### config.mk
export PLATFORM = sky130hd
export DESIGN_NAME = timer_chan
export DESIGN_NICKNAME = d
export VERILOG_FILES = /design/src/rtl/tc_pkg.sv /design/src/rtl/tc_gate_edge.sv /design/src/rtl/tc_core.sv /design/src/rtl/tc_wave.sv /design/src/rtl/tc_count_latch.sv /design/src/rtl/timer_chan.sv
export SDC_FILE = /design/constraint.sdc
export NUM_CORES = 1
export LEC_CHECK = 0
export ABC_AREA = 1
export BUFFER_PORTS_ARGS = -buffer_cell sky130_fd_sc_hd__buf_2
export CAP_MARGIN = 5
export CORE_UTILIZATION = 60
export DETAILED_ROUTE_END_ITERATION = 8
export PLACE_DENSITY_LB_ADDON = 0.1
export SLEW_MARGIN = 15
export SYNTH_ARGS = -nofsm -noshare
export SYNTH_HDL_FRONTEND = slang
export SYNTH_SLANG_ARGS = --single-unit
### constraint.sdc
create_clock -name clk -period 3.5 [get_ports clk]
set_clock_uncertainty 0.2 [all_clocks]
set_input_delay 0.7 -clock clk [delete_from_list [all_inputs] [get_ports clk]]
set_output_delay 0.7 -clock clk [all_outputs]
set_load 0.03 [all_outputs]
### src/rtl/tc_pkg.sv
package tc_pkg;
   typedef enum logic [2:0] {
      M_TC_LEVEL  = 3'd0,
      M_ONE_SHOT  = 3'd1,
      M_RATE      = 3'd2,
      M_SQUARE    = 3'd3,
      M_SW_STROBE = 3'd4,
      M_HW_STROBE = 3'd5
   } tc_mode_e;

   // codes 6 and 7 alias the two periodic modes
   function automatic tc_mode_e fold_mode(input logic [2:0] code);
      if (code[2] & code[1]) return tc_mode_e'({1'b0, code[1:0]});
      return tc_mode_e'(code);
   endfunction

   function automatic logic is_periodic(input tc_mode_e m);
      return (m == M_RATE) || (m == M_SQUARE);
   endfunction

   function automatic logic gate_pauses(input tc_mode_e m);
      return (m == M_TC_LEVEL) || (m == M_RATE) || (m == M_SQUARE) || (m == M_SW_STROBE);
   endfunction

   function automatic logic gate_retriggers(input tc_mode_e m);
      return (m == M_ONE_SHOT) || (m == M_RATE) || (m == M_SQUARE) || (m == M_HW_STROBE);
   endfunction
endpackage

### src/rtl/tc_gate_edge.sv
module tc_gate_edge #(
   parameter bit RST_LEVEL = 1'b1
) (
   input  logic clk,
   input  logic rst_n,
   input  logic gate_i,
   output logic rise_o
);
   logic gate_q;

   always_ff @(posedge clk) begin
      if (!rst_n) gate_q <= RST_LEVEL;
      else        gate_q <= gate_i;
   end

   assign rise_o = gate_i & ~gate_q;
endmodule

### src/rtl/tc_core.sv
module tc_core
   import tc_pkg::*;
#(
   parameter int CNT_W = 16
) (
   input  logic             clk,
   input  logic             rst_n,
   input  logic             tick_i,
   input  logic             gate_i,
   input  logic             rise_i,
   input  logic             load_i,
   input  logic [CNT_W-1:0] load_cnt_i,
   input  logic [2:0]       load_mode_i,
   output tc_mode_e         mode_o,
   output logic [CNT_W:0]   n_o,
   output logic [CNT_W:0]   q_o,
   output logic             fired_o,
   output logic             at_tc_o,
   output logic             wrapped_o
);
   localparam int QW = CNT_W + 1;
   localparam logic [QW-1:0] FULL = QW'(1) << CNT_W;
   localparam logic [QW-1:0] ONE  = QW'(1);

   tc_mode_e        mode_q;
   logic [QW-1:0]   n_q, q_q, n_new;
   logic            fired_q, at_tc_q, wrapped_q;
   logic            adv, restart;

   assign n_new   = (load_cnt_i == '0) ? FULL : {1'b0, load_cnt_i};
   assign adv     = tick_i & (gate_i | ~gate_pauses(mode_q));
   assign restart = rise_i & gate_retriggers(mode_q);

   always_ff @(posedge clk) begin
      if (!rst_n) begin
         mode_q    <= M_SQUARE;
         n_q       <= FULL;
         q_q       <= FULL;
         fired_q   <= 1'b0;
         at_tc_q   <= 1'b0;
         wrapped_q <= 1'b0;
      end else if (load_i) begin
         mode_q    <= fold_mode(load_mode_i);
         n_q       <= n_new;
         q_q       <= n_new;
         fired_q   <= 1'b0;
         at_tc_q   <= 1'b0;
         wrapped_q <= 1'b0;
      end else if (restart) begin
         q_q       <= n_q;
         fired_q   <= 1'b0;
         at_tc_q   <= 1'b0;
         wrapped_q <= 1'b0;
      end else if (adv) begin
         if (is_periodic(mode_q)) begin
            if (q_q == ONE) begin
               q_q       <= n_q;
               wrapped_q <= 1'b1;
            end else begin
               q_q <= q_q - ONE;
            end
         end else begin
            q_q     <= {1'b0, q_q[CNT_W-1:0] - 1'b1};
            at_tc_q <= 1'b0;
            if (!fired_q && q_q[CNT_W-1:0] == CNT_W'(1)) begin
               fired_q <= 1'b1;
               at_tc_q <= 1'b1;
            end
         end
      end
   end

   assign mode_o    = mode_q;
   assign n_o       = n_q;
   assign q_o       = q_q;
   assign fired_o   = fired_q;
   assign at_tc_o   = at_tc_q;
   assign wrapped_o = wrapped_q;

   // a paused gate freezes the count in the gated modes
   p_gate_pause_r9: assert property (@(posedge clk) disable iff (!rst_n)
      (gate_pauses(mode_q) && !gate_i && !load_i) |=> $stable(q_q));

   // a qualifying gate edge reloads the phase counter
   p_gate_restart_r10: assert property (@(posedge clk) disable iff (!rst_n)
      (restart && !load_i) |=> (q_q == $past(n_q)));
endmodule

### src/rtl/tc_wave.sv
module tc_wave
   import tc_pkg::*;
#(
   parameter int CNT_W = 16
) (
   input  tc_mode_e         mode_i,
   input  logic [CNT_W:0]   n_i,
   input  logic [CNT_W:0]   q_i,
   input  logic             fired_i,
   input  logic             at_tc_i,
   input  logic             wrapped_i,
   output logic             out_o,
   output logic [CNT_W-1:0] cnt_o
);
   localparam int DW = CNT_W + 2;

   logic [DW-1:0] dbl, nn, sq_rb;

   assign dbl   = {q_i, 1'b0};
   assign nn    = {1'b0, n_i};
   assign sq_rb = (dbl > nn) ? (dbl - nn) : dbl;

   always_comb begin
      out_o = 1'b0;
      cnt_o = q_i[CNT_W-1:0];
      unique case (mode_i)
         M_TC_LEVEL:  out_o = fired_i;
         M_ONE_SHOT:  out_o = ~fired_i;
         M_RATE:      out_o = wrapped_i && (q_i == n_i);
         M_SQUARE: begin
            out_o = q_i > (n_i >> 1);
            cnt_o = sq_rb[CNT_W-1:0];
         end
         default:     out_o = at_tc_i;
      endcase
   end
endmodule

### src/rtl/tc_count_latch.sv
module tc_count_latch #(
   parameter int CNT_W     = 16,
   parameter bit HOLD_ONCE = 1'b1
) (
   input  logic             clk,
   input  logic             rst_n,
   input  logic             req_i,
   input  logic             rel_i,
   input  logic [CNT_W-1:0] cnt_i,
   output logic [CNT_W-1:0] held_o,
   output logic             valid_o
);
   logic [CNT_W-1:0] held_q;
   logic             valid_q;

   generate
      if (HOLD_ONCE) begin : g_hold_once
         always_ff @(posedge clk) begin
            if (!rst_n) begin
               held_q  <= '0;
               valid_q <= 1'b0;
            end else if (rel_i) begin
               valid_q <= 1'b0;
            end else if (req_i && !valid_q) begin
               held_q  <= cnt_i;
               valid_q <= 1'b1;
            end
         end

         // a held value is not overwritten before release
         p_hold_stable_r11: assert property (@(posedge clk) disable iff (!rst_n)
            (valid_q && !rel_i) |=> ($stable(held_q) && valid_q));
      end else begin : g_overwrite
         always_ff @(posedge clk) begin
            if (!rst_n) begin
               held_q  <= '0;
               valid_q <= 1'b0;
            end else if (rel_i) begin
               valid_q <= 1'b0;
            end else if (req_i) begin
               held_q  <= cnt_i;
               valid_q <= 1'b1;
            end
         end
      end
   endgenerate

   assign held_o  = held_q;
   assign valid_o = valid_q;
endmodule

### src/rtl/timer_chan.sv
module timer_chan
   import tc_pkg::*;
#(
   parameter int CNT_W     = 16,
   parameter int CHAN_ID   = 0,
   parameter bit HOLD_ONCE = 1'b1
) (
   input  logic             clk,
   input  logic             rst_n,
   input  logic             tick,
   input  logic             gate,
   input  logic             load,
   input  logic [CNT_W-1:0] load_count,
   input  logic [2:0]       load_mode,
   input  logic             latch_req,
   input  logic             latch_rel,
   output logic             out,
   output logic [CNT_W-1:0] cnt_now,
   output logic [CNT_W-1:0] cnt_latched,
   output logic             latch_valid
);
   localparam bit GATE_RST = (CHAN_ID != 2);

   generate
      if (CNT_W < 2 || CNT_W > 30) begin : g_bad_width
         $error("timer_chan: CNT_W out of range");
      end
      if (CHAN_ID < 0) begin : g_bad_chan
         $error("timer_chan: CHAN_ID must be non-negative");
      end
   endgenerate

   tc_mode_e       mode_w;
   logic [CNT_W:0] n_w, q_w;
   logic           fired_w, at_tc_w, wrapped_w, rise_w;

   tc_gate_edge #(.RST_LEVEL(GATE_RST)) u_edge (
      .clk(clk), .rst_n(rst_n), .gate_i(gate), .rise_o(rise_w)
   );

   tc_core #(.CNT_W(CNT_W)) u_core (
      .clk(clk), .rst_n(rst_n), .tick_i(tick), .gate_i(gate), .rise_i(rise_w),
      .load_i(load), .load_cnt_i(load_count), .load_mode_i(load_mode),
      .mode_o(mode_w), .n_o(n_w), .q_o(q_w),
      .fired_o(fired_w), .at_tc_o(at_tc_w), .wrapped_o(wrapped_w)
   );

   tc_wave #(.CNT_W(CNT_W)) u_wave (
      .mode_i(mode_w), .n_i(n_w), .q_i(q_w),
      .fired_i(fired_w), .at_tc_i(at_tc_w), .wrapped_i(wrapped_w),
      .out_o(out), .cnt_o(cnt_now)
   );

   tc_count_latch #(.CNT_W(CNT_W), .HOLD_ONCE(HOLD_ONCE)) u_latch (
      .clk(clk), .rst_n(rst_n), .req_i(latch_req), .rel_i(latch_rel),
      .cnt_i(cnt_now), .held_o(cnt_latched), .valid_o(latch_valid)
   );

   // a non-square load shows the loaded value on the next cycle
   p_load_visible_r2: assert property (@(posedge clk) disable iff (!rst_n)
      (load && (load_mode == 3'd0 || load_mode == 3'd1 || load_mode == 3'd4 || load_mode == 3'd5))
      |=> (cnt_now == $past(load_count)));

   // the terminal-count level never drops without a load
   p_level_hold_r3: assert property (@(posedge clk) disable iff (!rst_n)
      (mode_w == M_TC_LEVEL && !load) |=> !$fell(out));

   // a retrigger of the one-shot raises the output
   p_oneshot_retrig_r4: assert property (@(posedge clk) disable iff (!rst_n)
      (mode_w == M_ONE_SHOT && rise_w && !load) |=> out);

   // a rate pulse lasts one advancing tick when N exceeds 1
   p_rate_single_r5: assert property (@(posedge clk) disable iff (!rst_n)
      (mode_w == M_RATE && out && tick && gate && !load && n_w > (CNT_W+1)'(1)) |=> !out);

   // a strobe ends at the next advancing tick
   p_strobe_end_r7: assert property (@(posedge clk) disable iff (!rst_n)
      ((mode_w == M_SW_STROBE || mode_w == M_HW_STROBE) && out && tick
       && (gate || mode_w == M_HW_STROBE) && !load) |=> !out);
endmodule

==> impl_metrics.yaml, run 1 <==
status:
  status: "completed"
power_and_ir_drop:
  power.total_mw: 2.762
  leakagePower_nw: 2.916
  p_per_area_nw_per_um2: 482.1
  ir_drop_uv: 252.2
cells_and_area:
  post_route_cells_drive_above_1_share: 0.2112
  postLayoutCoreUtil: 0.7374
  fillers: 666
  num_antenna_cells: 0
  design_area_sq_um: 5728
  area_growth_syn_to_layout_pct: 18.36
  fin_nets: 881
routing:
  firstDrtPassIters: 7
  drt_iter0_markers: 555
  wl_met3_um: 1784
  drt-met1-wl_um: 6429
  postRouteAntennaNets: 0
  num_vias: 5466
  wire_per_inst_um: 16.82
  drc_errors: 0
  routed.top_layer: "met4"
  wirelength_um: 15810
  met2_length_um: 7098
  routed_via_density: 5.815
placement:
  port_buffers: 59
  place_hpwl_um: 11690
  dp_slack_ns: 0.1502
  placed_cell_area_sq_um: 5239
  place_congestion: 1.008
logic_synthesis:
  synthCells: 769
  yosys_warnings: 0
  yosysSeqAreaShare: 0.2399
  netlist_area_sq_um: 4840
  synth-seq-cells: 58
  synth_area_per_cell_sq_um: 6.293
  syn-num-nets: 816
  yosysUniqueCellTypes: 42
  synth_top_cell_by_area: "dfxtp_1"
  yosys-top-cells-area: "dfxtp_1 (24%), nand2_1 (16%), inv_1 (8.7%)"
  synth_top_area_frac: 0.2399
clock_tree:
  clk_path_buf_depth: 2
  path_clk_slew_ns: 0.08
  insertion_delay_ns: 0.36
  root_buffer: "clkbuf_8"
  cts_max_level: 3
  cts_tree: "done"
  cts_buffers: 9
  numClockSinks: 58
sta:
  setup_ws_ns: 0.1026
  holdWs_ns: 0.2975
  worst_pin_slew_ns: 0.8782
  drv_slew: 0
  max_freq_ghz: 0.2943
  relSlewSlack: 0.4139
  finalCriticalPeriod_ns: 3.397
  fin_crit_sh: 0.9707
  hold_viol_final: 0
  finalSetupViolCount: 0
global_routing:
  grt_first_pass_wirelength_um: 24740
  grt_overflow_total: 0
  antenna_found_initial: 0
  grt_max_degree: 37
  grt_pass1_vias: 5028
  grtUsageTotal: 0.3774
setup_path:
  required_ns: 2.60
  crit_slowest_cell: "ha_2"
  reg2reg_depth: 9
  crit_family: "simple AND/OR/NAND/NOR gates"
  worstPathArrival_ns: 2.50
  slowest_delay_ns: 0.38
  path_class: "register to primary output"
  cp_max_fo: 5
  crit_top_cell: "nand2_1"
  worst-path-buf-inv: 2
  critPathLaunchType: "register"
  critical_path_depth: 14
  cp_cell_sequence: "inv_1 > ha_2 > nand2_1 > nor2_2 > nand2_1 > nand3_1 > nand2_1 > nand2_1 > nand2_1 > nand2_1 > nand3_1 > nand3_1 > nand2_1 > buf_2"
  reg2reg_slack_ns: 1.03
  endpoint_kind: "primary output"
floorplanning:
  rows: 32
  die_w_um: 91.81
  die_y_um: 91.81
  initial_utilization: 0.6231
  boundaryPins: 60
  die-area_sq_um: 8429
  core_sq_um: 7767
hold_path:
  hold_path_depth: 2
  min_path_type: "register to register"
flow_run:
  maxCapViolations: 0
-- power breakdown --
| group | total [mW] | switching [mW] | internal (mW) |
|---|---|---|---|
| clock network | 0.680 | 0.316 | 0.364 |
| registers | 0.772 | 0.0597 | 0.712 |
| logic | 1.31 | 0.859 | 0.451 |
-- routing by layer --
metal	vias to the layer above	track usage
met2	363	0.6009
met1	2437	0.5125
met4	0	0.1393
met3	43	0.06219
met5	-	0
li1	2623	-
-- cells in the mapped netlist (all sizes together) --
cell / n
a21oi: 51
nor3: 15
ha: 20
o21a: 16
nand2: 225
o21ai: 34
xnor2: 10
fa: 1
o22ai: 8
nand3b: 3
inv: 115
nor4: 2
o311ai: 1
nand3: 81
a41oi: 1
dfxtp: 58
a211oi: 1
o211ai: 1
buf: 19
nor2: 49
nand4: 16
and2: 1
o21bai: 1
nor3b: 1
clkbuf: 14
xor2: 20
a31oi: 5
-- final cells by class --
cell class	count	area [sq um]	area share
clock inverter	4	51.30	0.008956
multi-input combinational	566	3288	0.5740
tap	102	127.6	0.02228
sequential	58	1175	0.2051
timing repair buffer	84	503.0	0.08781
inverter	115	431.7	0.07536
clock buffer	11	151.4	0.02643
-- timing repair --
item,in CTS,in global routing
hold buffers,0,0
setup buffers,0,4
cloned,2,1
pin swaps,2,4
setup endpoints to repair,16,17
gates resized for setup,5,36
-- metrics by stage --
step | TNS [ns] | std cells
finish | 0 | 940
global route | -0.06228 | 940
CTS | 0 | 935
detailed placement | 0 | 918
global placement | 0 | 918
floorplan | 0 | 769
-- cells by family (layout without fill, tap and decap cells) --
| logic type | Yosys count | count (layout) | share of synthesized area |
|---|---|---|---|
| flip-flops | 58 | 58 | 0.2399 |
| buffers and inverters | 148 | 214 | 0.1277 |
| adder cells (fa/ha/maj) | 21 | 21 | 0.05584 |
| XOR/XNOR | 30 | 30 | 0.05429 |
| AND/OR/NAND/NOR | 393 | 396 | 0.3837 |
| AO/OA/AOI/OAI | 119 | 119 | 0.1386 |
-- worst register-to-register path: cells and delay by family, from the launching register on --
kind / cells / cell delay, ns
buffers and inverters: 2 / 0.33
adders and majority gates: 1 / 0.19
AOI/OAI and AO/OA: 2 / 0.25
DFF: 1 / 0.38
xor gates and xnor gates: 1 / 0.21
and+or+nand+nor: 3 / 0.78
-- final timing paths --
path,from,endpoint
max,u_core.n_o[3],cnt_now[13]
min,u_core.wrapped_o,u_core.wrapped_o
max reg2reg,u_core.q_o[0],u_core.q_o[14]
min reg2reg,u_core.wrapped_o,u_core.wrapped_o
-- sequential cells by signal, indices dropped and copies added (netlist names) --
register and cells:
u_edge.gate_q 1, u_latch.valid_o 1, u_core.at_tc_o 1, u_latch.held_o 16, u_core.wrapped_o 1, u_core.q_o 17
u_core.mode_o 3, u_core.fired_o 1, u_core.n_o 17
-- placed cells by master, fill, tap and decap left out, drive strengths merged, types with 3 or more instances in the layout --
cell type and n:
clkbuf 14, o21ai 34, nand3b 3, o21a 16, o22ai 8, nor3 15, xnor2 10, xor2 20
nand3 83, nand4 16, ha 20, a21oi 51, a31oi 5, nand2 226, nor2 49, buf 81
inv 115, dfxtp 58
Note: power is estimated with default switching activity, not from simulation.
==> run 2, diff against run 1 <==
CORE_UTILIZATION = 55   (was 60)
==> impl_metrics.yaml, run 2 (same netlist as run 1, synthesis figures left out) <==
setup_path:
  endpoint_kind: "primary output"
  worst-path-buf-inv: 3
  cp_max_fo: 5
  cp_cell_sequence: "inv_1 > ha_2 > nand2_1 > nor2_1 > nand2_2 > o311ai_2 > buf_4 > nand2_1 > a31oi_1 > buf_4"
  slowest_delay_ns: 0.39
  reg2reg_slack_ns: 0.97
  crit_slowest_cell: "ha_2"
  crit_family: "compound AO/OA/AOI/OAI gates"
  critPathLaunchType: "register"
  reg2reg_from: "u_core.q_o[1]"
  startpoint: "u_core.n_o[3]"
  worstPathArrival_ns: 2.53
  path_class: "register to primary output"
  required_ns: 2.60
status:
  status: "completed"
cells_and_area:
  area_growth_syn_to_layout_pct: 18.46
  fillers: 779
  final_common_cell: "nand2_1"
  post_route_cells_drive_above_1_share: 0.2172
  fin_nets: 889
  num_antenna_cells: 0
  most-common-layout-cells: "nand2_1 (205), inv_1 (112), nand3_1 (68)"
  multi_input_area_sq_um: 3253
  regArea_sq_um: 1175
routing:
  wl_met3_um: 1468
  wirelength_um: 16060
  drt_iter0_markers: 358
  postRouteAntennaNets: 0
  firstDrtPassIters: 7
  wire_per_inst_um: 16.87
  met2_length_um: 7216
  drt-met1-wl_um: 6973
  routed_via_density: 5.671
  routed.top_layer: "met4"
  drc_errors: 0
  num_vias: 5399
hold_path:
  hp-start: "u_core.n_o[8]"
  min_path_type: "register to register"
placement:
  place_hpwl_um: 12130
  port_buffers: 59
  place_congestion: 1.027
clock_tree:
  clk_path_buf_depth: 2
  path_clk_slew_ns: 0.08
  cts_max_level: 3
  hold_buffers: 0
  root_buffer: "clkbuf_8"
  numClockSinks: 58
  cts_buffers: 9
  insertion_delay_ns: 0.35
  cts_tree: "done"
floorplanning:
  initial_utilization: 0.5774
  rows: 33
  die_y_um: 95.81
  boundaryPins: 60
  die-area_sq_um: 9179
  core_sq_um: 8382
  die_w_um: 95.81
power_and_ir_drop:
  cellInternalPower_mw: 1.484
  ir_drop_uv: 241.7
  swShare: 0.4537
  seqPwrFrac: 0.281
  p_comb_frac: 0.481
  p_per_area_nw_per_um2: 473.8
  p_sw_mw: 1.232
  leakagePower_nw: 2.925
  p_clk_frac: 0.237
sta:
  drv_slew: 0
  relSlewSlack: 0.3967
  finalCriticalPeriod_ns: 3.434
  fin_tns_setup_ns: 0
  hold_viol_final: 0
  fin_crit_sh: 0.9812
  max_freq_ghz: 0.2912
  holdWs_ns: 0.2895
  worst_pin_slew_ns: 0.9040
  finalSetupViolCount: 0
global_routing:
  grtUsageTotal: 0.3508
  grt_max_degree: 37
  grt_first_pass_wirelength_um: 23870
  grt_pass1_vias: 4698
  antenna_found_initial: 0
  grt_overflow_total: 0
flow_run:
  maxCapViolations: 0
-- run 2: cell count changes in the layout (fill, tap and decap cells not counted), moves of 2 or more --
cell,change
ha_4,-5
ha_2,+6
buf_4,+9
nand2_1,+2
clkbuf_8,-2
nand2_2,-2
buf_2,-2
clkinvlp_4,+2
-- run 2: area by class of cell --
type / instances / share of cell area
repair buffers: 91 / 0.09559
clock inverters: 6 / 0.01157
flip-flops and latches: 58 / 0.2049
clock buffers: 10 / 0.02226
inverters: 115 / 0.07529
multi-input cells: 567 / 0.5674
well taps: 105 / 0.02292
-- run 2: worst reg2reg max path, stage by stage, from the launching register on --
cell and delay (ns):
dfxtp_1 0.49, inv_1 0.20, ha_1 0.25, nand3_2 0.12
nor2_2 0.07, nand2_2 0.09, nand2_4 0.15, nor2_1 0.53
nand2_1 0.16, a21oi_1 0.20
-- run 2: path summary, 6_finish.rpt --
| check | endpoint | cells after the start |
|---|---|---|
| hold reg to reg | u_core.n_o[8] | 2 |
| hold / removal | u_core.n_o[8] | 2 |
| setup reg to reg | u_core.q_o[8] | 9 |
| setup / recovery | out | 10 |
-- run 2: metal layers --
metal,vias up,track usage
met4,0,0.1318
met2,289,0.5369
met1,2444,0.4940
met5,-,0
met3,33,0.05292
li1,2633,-
-- run 2: through the flow --
step / cells / power, mW / setup slack [ns] / utilization / area [sq um]
global route: 952 / 2.875 / -0.01749 / 0.6840 / 5733
CTS: 944 / 2.635 / -0.002945 / 0.6591 / 5524
global placement: 927 / 1.976 / 0.2193 / 0.6308 / 5288
finish: 952 / 2.716 / 0.06569 / 0.6840 / 5733
detailed placement: 927 / 1.986 / 0.2018 / 0.6308 / 5288
floorplan: 769 / 1.662 / 0.6271 / - / 4840
-- run 2: power groups by stage --
stage               Combinational (mW)  Clock, mW  Sequential, mW
floorplan                        0.868          0           0.794
global placement                  1.21          0           0.769
detailed placement                1.21          0           0.771
CTS                               1.23      0.648           0.757
global route                      1.43      0.676           0.770
finish                            1.31      0.644           0.764
-- run 2: timing repair --
item / CTS / global route
buffers inserted: 1 / 4
resized for setup: 7 / 33
gates cloned: 0 / 4
pin swaps: 0 / 4
setup endpoints to repair: 16 / 17
==> run 3, diff against run 2 <==
CORE_MARGIN = 2   (was unset)
GPL_TIMING_DRIVEN = 0   (was unset)
SYNTH_HIERARCHICAL = 1   (was unset)
==> impl_metrics.yaml, run 3 <==
power_and_ir_drop:
  ir_drop_uv: 258.1
  swShare: 0.4323
  p_comb_frac: 0.469
  seqPwrFrac: 0.271
  p_clk_frac: 0.260
  power.total_mw: 3.006
  p_per_area_nw_per_um2: 492.6
  leakagePower_nw: 3.056
  cellInternalPower_mw: 1.707
  p_sw_mw: 1.300
routing:
  firstDrtPassIters: 5
  wl_met3_um: 947
  routed.top_layer: "met4"
  postRouteAntennaNets: 0
  num_vias: 5632
  drt-met1-wl_um: 6669
  wire_per_inst_um: 16.12
  met2_length_um: 7871
  routed_via_density: 5.560
  wirelength_um: 16330
  drt_iter0_markers: 363
  drc_errors: 0
logic_synthesis:
  netlist_area_sq_um: 5096
  synth-async-reset-ratio: 0
  yosysMostFrequentCell: "nand2_1"
  ys_top_cells_by_count: "nand2_1 (239), inv_1 (125), nor2_1 (71)"
  synth_top_cell_by_area: "dfxtp_1"
  synth-seq-cells: 58
  synth_fa_ha_area_frac: 0.05303
  yosysUniqueCellTypes: 45
  yosys-top-cells-area: "dfxtp_1 (23%), nand2_1 (18%), inv_1 (9.2%)"
  synth_mux_area_frac: 0
  synth_xor_area_frac: 0.02578
  synth_compound_area_frac: 0.1348
  yosysSeqAreaShare: 0.2278
  syn-num-nets: 873
  yosys_warnings: 6
  synthSimpleGateAreaFrac: 0.4176
  synth_top_area_frac: 0.2278
  synth_edf_count: 0
  synth_top_family_by_area: "simple AND/OR/NAND/NOR gates"
  synthFlopType: "dfxtp_1"
  synthCells: 826
  synth_area_per_cell_sq_um: 6.170
clock_tree:
  clk_path_buf_depth: 2
  cts_max_level: 3
  root_buffer: "clkbuf_8"
  cts_buffers: 9
  path_clk_slew_ns: 0.07
  cts_tree: "done"
  insertion_delay_ns: 0.35
  hold_buffers: 0
  numClockSinks: 58
sta:
  fin_crit_sh: 0.9742
  worst_pin_slew_ns: 0.5081
  hold_viol_final: 0
  max_freq_ghz: 0.2933
  holdWs_ns: 0.2912
  finalSetupViolCount: 0
  fin_tns_setup_ns: 0
  finalCriticalPeriod_ns: 3.410
  setup_ws_ns: 0.09014
  relSlewSlack: 0.6613
  drv_slew: 0
setup_path:
  critPathLaunchType: "register"
  required_ns: 2.60
  worst-path-buf-inv: 3
  endpoint_kind: "primary output"
  crit_top_cell: "nand2_1"
  worstPathArrival_ns: 2.51
  reg2reg_slack_ns: 1.03
  cp_max_fo: 10
  crit_family: "simple AND/OR/NAND/NOR gates"
  path_class: "register to primary output"
  crit_slowest_cell: "dfxtp_2"
  cp_cell_sequence: "inv_1 > ha_4 > nand2_1 > nor2_2 > nand2_1 > nor2_1 > nand2_1 > nand3_4 > nand2_4 > buf_6 > nand2_1 > nand3_1 > nand2_1 > buf_4"
  slowest_delay_ns: 0.37
global_routing:
  antenna_found_initial: 0
  grt_max_degree: 13
  grt_first_pass_wirelength_um: 25450
  grtUsageTotal: 0.3255
  grt_pass1_vias: 5268
  grt_overflow_total: 0
cells_and_area:
  most-common-layout-cells: "nand2_1 (234), inv_1 (121), nand3_1 (70)"
  final_common_cell: "nand2_1"
  multi_input_area_sq_um: 3452
  area_growth_syn_to_layout_pct: 19.76
  fin_nets: 944
  regArea_sq_um: 1199
  num_antenna_cells: 0
  post_route_cells_drive_above_1_share: 0.2406
  stdcell_count: 1013
  postLayoutCoreUtil: 0.6701
  fillers: 869
  design_area_sq_um: 6103
floorplanning:
  boundaryPins: 60
  initial_utilization: 0.5595
  rows: 35
  die_w_um: 100.3
  die_y_um: 100.3
  core_sq_um: 9109
  die-area_sq_um: 10050
placement:
  place_hpwl_um: 12690
  port_buffers: 59
  placed_cell_area_sq_um: 5530
  dp_slack_ns: 0.1695
  dp.cells: 996
  place_congestion: 1.049
hold_path:
  min_path_type: "register to register"
flow_run:
  maxCapViolations: 0
status:
  status: "completed"
-- run 3: final timing paths --
| path | startpoint | to | cells past startpoint |
|---|---|---|---|
| max | u_core/n_o[7] | cnt_now[7] | 14 |
| min | u_core/wrapped_o | u_core/wrapped_o | 2 |
| max reg2reg | u_core/n_o[7] | u_latch/held_o[7] | 13 |
| min reg2reg | u_core/wrapped_o | u_core/wrapped_o | 2 |
-- run 3: area by class of cell --
type,instances,area share
buffer,24,0.02993
clock inverter,7,0.02050
sequential,58,0.1964
tap,111,0.02276
inverter,134,0.08877
clock buffer,9,0.02030
multi-input combinational,610,0.5656
timing repair buffer,60,0.05576
-- run 3: repair_timing --
action                     in CTS  in global routing
resized for setup              31                 57
setup endpoints to repair      17                 17
buffers inserted                0                  1
cloned                          0                  0
pin swaps                       0                  1
-- run 3: worst reg2reg max path: stages, from the launching register on --
cell     delay, ns
dfxtp_2       0.37
inv_1         0.11
ha_4          0.32
nand2_1       0.10
nor2_2        0.15
and2_4        0.18
nand4_4       0.16
nand2_4       0.16
buf_6         0.15
nand2_1       0.08
nand3_1       0.11
nand2_1       0.09
nor2_1        0.14
nor2_1        0.06
-- run 3: cell families (layout without fill, tap and decap cells) --
kind of cell,Yosys count,in the layout
AOI/OAI and AO/OA,123,123
xor gates and xnor gates,15,15
adders and majority gates,21,21
buffers and inverters,158,234
DFF,58,58
and+or+nand+nor,451,451
-- run 3: per-layer routing --
metal | GRT usage | up-vias
li1 | - | 2776
met1 | 0.3820 | 2569
met2 | 0.5601 | 235
met3 | 0.05014 | 52
met4 | 0.1907 | 0
met5 | 0 | -
-- run 3: power groups by stage --
stage / sequential, mW / combinational (mW) / clock [mW]
2_1_floorplan: 0.811 / 0.931 / 0
3_3_place_gp: 0.808 / 1.25 / 0
3_5_place_dp: 0.811 / 1.27 / 0
4_1_cts: 0.801 / 1.30 / 0.791
5_1_grt: 0.821 / 1.54 / 0.821
6_report: 0.814 / 1.41 / 0.781
